--- src/rtl/psram_emu.sv ---
module psram_emu #(
  parameter int          ADDR_W   = 6,
  parameter int          READ_LAT = 2,
  parameter logic [15:0] POISON   = 16'hDEAD
) (
  input  logic              clk,
  input  logic              rst_n,
  input  logic [ADDR_W-1:0] addr,
  input  logic              ce1_n,
  input  logic              ce2,
  input  logic              we_n,
  input  logic              oe_n,
  input  logic              lb_n,
  input  logic              ub_n,
  input  logic [15:0]       dq_i,
  output logic [15:0]       dq_o,
  output logic [1:0]        dq_oe
);
  localparam int DEPTH = 1 << ADDR_W;

  logic [15:0]       mem [DEPTH];
  logic [DEPTH-1:0]  valid;
  logic              sel, wr_now, rd_now, wr_act, commit;
  logic [ADDR_W-1:0] wa;
  logic [15:0]       wd, base, merged, rd_word;
  logic [1:0]        wm, lanes;
  logic [15:0]       pd [READ_LAT];
  logic [1:0]        pe [READ_LAT];

  assign sel     = !ce1_n && ce2;
  assign wr_now  = sel && !we_n;
  assign rd_now  = sel && we_n && !oe_n;
  assign lanes   = ~{ub_n, lb_n};
  assign commit  = wr_act && !wr_now && ce2;
  assign base    = valid[wa] ? mem[wa] : POISON;
  assign merged  = {wm[1] ? wd[15:8] : base[15:8], wm[0] ? wd[7:0] : base[7:0]};
  assign rd_word = valid[addr] ? mem[addr] : POISON;

  always_ff @(posedge clk or negedge rst_n) begin
    if (!rst_n) begin
      wr_act <= 1'b0;
      wa     <= '0;
      wd     <= '0;
      wm     <= '0;
      valid  <= '0;
    end else begin
      wr_act <= wr_now;
      if (wr_now) begin
        wa <= addr;
        wd <= dq_i;
        wm <= lanes;
      end
      if (!ce2) valid <= '0;
      else if (commit) valid[wa] <= 1'b1;
    end
  end

  always_ff @(posedge clk) begin
    if (commit) mem[wa] <= merged;
  end

  always_ff @(posedge clk or negedge rst_n) begin
    if (!rst_n) begin
      for (int i = 0; i < READ_LAT; i++) begin
        pd[i] <= '0;
        pe[i] <= '0;
      end
    end else begin
      pd[0] <= rd_word;
      pe[0] <= rd_now ? lanes : 2'b00;
      for (int i = 1; i < READ_LAT; i++) begin
        pd[i] <= pd[i-1];
        pe[i] <= pe[i-1];
      end
    end
  end

  assign dq_o  = pd[READ_LAT-1];
  assign dq_oe = pe[READ_LAT-1] & (rd_now ? lanes : 2'b00);
endmodule


--- config.mk ---
export PLATFORM = sky130hd
export DESIGN_NAME = psram_emu
export DESIGN_NICKNAME = d
export VERILOG_FILES = /design/src/rtl/psram_emu.sv
export SDC_FILE = /design/constraint.sdc
export NUM_CORES = 1
export LEC_CHECK = 0
export ABC_CLOCK_PERIOD_IN_PS = 5160
export BUFFER_PORTS_ARGS = -buffer_cell sky130_fd_sc_hd__buf_2
export CAP_MARGIN = 20
export CORE_ASPECT_RATIO = 1.25
export CORE_UTILIZATION = 35
export DETAILED_ROUTE_END_ITERATION = 16
export PLACE_DENSITY = 0.53
export SETUP_SLACK_MARGIN = 0.02
export SKIP_LAST_GASP = 1
export SLEW_MARGIN = 20
export SYNTH_ARGS = -nofsm -noshare
export SYNTH_HDL_FRONTEND = slang
export SYNTH_SLANG_ARGS = --single-unit
--- constraint.sdc ---
create_clock -name clk -period 5.16 [get_ports clk]
set_input_delay 0.516 -clock clk [delete_from_list [all_inputs] [get_ports clk]]
set_output_delay 0.516 -clock clk [all_outputs]
set_load 0.02 [all_outputs]
Word-level counts from Yosys, hierarchy flattened
Memories as Yosys holds them, arrays and structs flattened. Cells that the tools add are included.

Flip-flop bits (word level): 125. Memory bits (writable): 1024. Bits of input ports: 30. Output and inout port bits: 18. Logic and storage cells: 47. Memories kept: 1.

Magnitude comparators: 3. Equality and inequality tests: 3. Multiplexer cells: 15. Bitwise logic cells: 3. Reductions and logical operators: 13.

Memory list: mem (words 64, width 16, rd ports 1, clocked after Yosys merged registers in 0, write ports 1, line 21) `logic [15:0] mem [DEPTH];`.

Operators with widths (number): 2-to-1 mux 64 bit (2); OR 64 bit (1); 2-to-1 mux 16 bit (2); 2-to-1 mux 8 bit (2); < comparator 6 x 7 -> 1 bit, second input constant (2); binary-select mux 1 bit (select 6 bit) (2); logical AND 1 bit (7); demux 1 bit (select 6 bit) (1); greater-or-equal comparator 6 x 1 -> 1 bit, second input constant (1); 2-to-1 mux 1 bit (5); logical NOT 1 bit (4); inequality test 2 bit, second input constant (2); AND reduction 2 bit (2); AND 2 bit (1); 2-to-1 mux 2 bit (1); inequality test 2 x 1 -> 1 bit, second input constant (1); inverter 2 bit (1).

Longest topological paths before layout
Word-level depth: 9. Mapped depth: 11. Gate-level depth less buffers: 7.

Worst setup path before layout
No wires, ideal clock.

Path kind: register -> register. From: register wa[0]. To: memory mem[1][0], enable pin. Arrival time: 2.463 ns. Required time: 4.777 ns. Path slack: 2.314 ns. Cell stages (with the launch flop): 11. Clock period less this slack: 2.846 ns. Cells stage by stage: dfrtp_1 buf_6 buf_2 mux2i_1 o22ai_1 o21ai_1 o311ai_1 nor4_4 a21oi_4 buf_6 nor3_1.

Word-level cells in the longest chain between the ends: 4.

RTL lines: start: declaration (line 24) `logic [ADDR_W-1:0] wa;`; start signal: assignment (line 49) `wa <= addr;`; binary-select mux 1 bit (select 6 bit) (line 35) `assign base = valid[wa] ? mem[wa] : POISON;`; 2-to-1 mux 1 bit (not written as such) (line 35); inequality test 2 bit (no source line); AND reduction 2 bit (no source line); end: declaration (line 21).

Several ways; a longest one is shown, not always the timed one. The select of a mux whose other input is x is not followed.

Worst setup path in the final report
From: register wa[2]. To: memory mem[1][4], enable pin.

The elaborated chain is that of the path after synthesis.

==> results by stage <==
Outcome:
- The flow ran to the end, and the final reports show no timing, DRC or antenna violations.

Die:
- The floorplan step defined a core boundary enclosing 127000 um2.
- For this configuration, the core starts out at a cell density of 35.4%.
- The number of top-level design ports is 48.
- The overall die width is 323 um.
- The height of the die is 403 um.
- The die area is 130000 um2.
- In this run the core area contains 146 standard-cell rows.

Synthesis:
- The number of enable flip-flop cells after synthesis is 1024.
- Counting flops and latches in the post-synthesis netlist gives 1149.
- The area share of the largest cell type after synthesis is 68.4%.
- The count of synthesis-stage warnings from yosys is 0.
- The mapped netlist covers 45000 um2.
- By count the netlist is led by 1024 x sky130_fd_sc_hd__edfxtp_1, 271 x sky130_fd_sc_hd__mux4_2, 187 x sky130_fd_sc_hd__nand2_1, 125 x sky130_fd_sc_hd__dfrtp_1, 120 x sky130_fd_sc_hd__nor2_1.
- Synthesis produced a netlist with a net count of 2313.
- In the synthesized netlist the dominant register cell turns out to be sky130_fd_sc_hd__edfxtp_1.
- The netlist uses 56 different library cells.
- Sequential elements use 75.3% of the synthesized area.
- Among all cell types in the netlist, the one instantiated most often is sky130_fd_sc_hd__edfxtp_1.
- By area the synthesized netlist is led by sky130_fd_sc_hd__edfxtp_1 68%, sky130_fd_sc_hd__mux4_2 14%, sky130_fd_sc_hd__dfrtp_1 7.0%, sky130_fd_sc_hd__a22oi_1 2.0%, sky130_fd_sc_hd__nand2_1 1.6%.
- The mean instance size in the synthesized netlist is 19.7 um2.
- The largest area contributor in the synthesized netlist is sky130_fd_sc_hd__edfxtp_1.
- After synthesis, the share of flip-flops with an asynchronous set or reset is 10.9%.
- The cell count after synthesis came out at 2283.

Drt:
- Dividing the detail-routed wire length by the instance count gives 29.2 um.
- After detailed routing, the number of remaining DRC violations is 0.
- The count of vias placed by the detailed router is 22423.
- The detailed router finished its first iteration with 2128 violations.
- The count of TritonRoute iterations in the first routing pass is 7.
- In this run the remaining antenna-violating nets after routing total 0.
- The wire length after detailed routing is 121000 um.
- After detailed routing, the number of vias per cell comes to 5.39.

Clock network:
- The buffer levels on the longest clock path is 3.
- The TritonCTS clock tree is built.
- For this design, the sink count on the clock tree is 1149.
- Gates resized during post-CTS repair numbered 0.
- The clock reaches the later pin of the worst-skew pair after 0.72 ns.
- The root cell of the clock tree is sky130_fd_sc_hd__clkbuf_16.
- The H-tree depth is 3.
- Buffers inserted during clock tree synthesis total 110.
- The clock transition time at the flip-flop clock pins of the worst setup and hold paths is 0.06 ns.
- The number of buffers added to fix hold violations after cts is 18.
- In this run the post-CTS setup repair buffer count came out at 0.

Setup path:
- The cell at the slowest stage of the critical path is sky130_fd_sc_hd__dfrtp_1.
- The signal on the critical path passes through or2_0 -> o22ai_1 -> o21ai_1 -> o311ai_1 -> nor4_4 -> a21oi_4 -> buf_4 -> nor3_1.
- The required time of the critical path is 5.50 ns.
- The largest fanout of any net on the critical path is 26.
- For the worst setup path, the data arrival time is 4.20 ns.
- STA classifies the critical path endpoint as a flip-flop.
- STA classifies the critical path startpoint as a flip-flop.
- The number of buffers and inverters on the critical path is 1.
- Counting buffers and inverters, the worst setup path is 8 cells deep.
- Among cell families on the critical path, the largest total delay comes from simple AND/OR/NAND/NOR gates.
- The longest individual stage delay on the worst path is 0.88 ns.
- The worst setup path is of the reg2reg kind.
- The number of cells on the worst reg-to-reg path is 8.

Timing:
- The smallest clock period supported by the final layout is computed as 3.86 ns.
- At the pin with the least slew margin, the transition time is 1.05 ns.
- The headroom to the max-slew limit is 29.9%.
- Static timing analysis puts the maximum clock frequency at 0.259 GHz.
- The summed negative setup slack over all endpoints is 0 ns.
- The hold violation total from the final report is 0.
- Setup repair after global routing left no endpoint under its margin.
- The final worst-path cycle share is 74.8%.
- The final number of setup-violating endpoints is 0.
- The final-report max-slew violation count came to 0.
- Between clock sinks in the finished design, the worst skew comes to 0.0240 ns.

Final layout:
- After routing the design area is 51200 um2.
- The area growth from synthesis to final layout is 13.7%.
- The multi-input combinational cells in the finished layout cover a total of 10300 um2.
- The proportion of layout cells with a drive suffix above 1 is 25.1%.
- The area of all sequential standard cells is 33900 um2.
- The finished layout holds 4157 standard cells, fillers aside.
- The final net count is 2389.
- The filler cells instantiated in the layout total 11295.

Placed design:
- The number of buffers added on ports is 47.
- The routability congestion estimate is 0.917.
- Including well taps, the total number of placed cells is 3930.
- The placed instances occupy a cell area of 47100 um2.
- The half-perimeter wire length after placement is 78300 um.

Global route:
- For this run, global-route usage on met3 was measured as 2.94%.
- Global routing consumed, on the met2 layer, 33.0% of the routing resources.
- Entering global routing, the biggest net connects 92 pins.
- The global routing stage identified its most utilized layer as met2.
- For this run the aggregate overflow at the end of global routing stands at 0.
- The via count of the first global-routing pass is 23429.
- The initial antenna violation count is 4.
- Global routing used 23.7% of the available met1 tracks.
- The wire length of the first global-routing pass is 175000 um.
- Global routing used 18.8% of the available tracks.

Power:
- The leakage power figure is 16.6 nW.
- The largest vdd supply drop is 0.253 mV.
- The power density over the cells is 408 nW/um2.

Min path:
- The tightest min-delay check is of the in2reg type.
- The worst hold path passes through 2 cells.

Flow run:
- The max-cap check violation count is 0.
path summary, 6_finish.rpt:
check	startpoint	endpoint	slack (ns)
worst max-delay path	wa[2]	mem[1][4]	1.30
worst min-delay path	dq_i[1]	wd[1]	0.05
worst max register to register	wa[2]	mem[1][4]	1.30
worst min register to register	pe[3]	pe[1]	0.35
max in group asynchronous	rst_n	valid[59]	3.65
min in group asynchronous	rst_n	wd[8]	0.44
through the flow:
step / worst slack [ns] / utilization (%) / hold WS (ns) / power (mW)
finish: 1.30 / 40.2 / 0.0549 / 20.9
global route: 0.952 / 40.2 / 0.0418 / 21.5
CTS: 1.30 / 40.2 / 0.000907 / 21.1
detailed placement: 1.32 / 37.0 / 0.343 / 12.6
global placement: 1.40 / 37.0 / 0.340 / 12.6
floorplan: 2.31 / - / 0.220 / 11.8
layer usage:
| layer | part of all wire [%] | wire, um |
|---|---|---|
| met5 | 0.019 | 23 |
| met4 | 2.7 | 3330 |
| met3 | 5.9 | 7120 |
| met2 | 52 | 63600 |
| met1 | 39 | 47200 |
layout by cell type, fill, tap and decap left out, drive strengths merged, types with 4 or more instances in the layout:
cell	netlist	final
o21ai	19	19
bufinv	0	17
a22o	11	11
dlygate4sd3	0	18
dfrtp	125	125
nand2b	16	16
nand3	5	5
clkbuf	70	132
inv	4	11
mux2	23	23
clkinvlp	0	8
and2	9	9
nor3	30	30
edfxtp	1024	1024
o31a	5	5
mux2i	13	13
a221oi	12	12
nor4	12	12
nand3b	4	4
a21oi	66	66
nor2b	6	6
nor3b	5	5
buf	87	103
o22ai	8	8
nor2	121	121
clkinv	0	43
mux4	276	276
a22oi	117	117
nand2	187	187
cell type report:
type / count / share of cell area (%)
clock buffer: 132 / 5.81
multi-input combinational: 973 / 20.2
antenna: 1 / 0.00489
inverter: 4 / 0.0293
timing repair buffer: 121 / 1.86
tap: 1702 / 4.16
clock inverter: 75 / 1.73
sequential: 1149 / 66.2
registers in the layout, summed over array words and instances, names as in the netlist:
name / count
pe: 4
wr_act: 1
wm: 2
mem: 1024
wa: 6
pd: 16
dq_o: 16
valid: 64
wd: 16
cell families after synthesis:
kind of cell / after synthesis / share of synthesized area (%)
AO/OA/AOI/OAI: 252 / 3.85
buffers and inverters: 161 / 1.96
flip-flops: 1149 / 75.3
multiplexers: 312 / 14.7
AND/OR/NAND/NOR: 409 / 4.16
power by group:
| part | internal (mW) | switching, mW |
|---|---|---|
| registers | 10.6 | 0.0883 |
| clock network | 4.99 | 3.57 |
| logic | 0.407 | 1.23 |
Power figures use the tool's default switching activity.
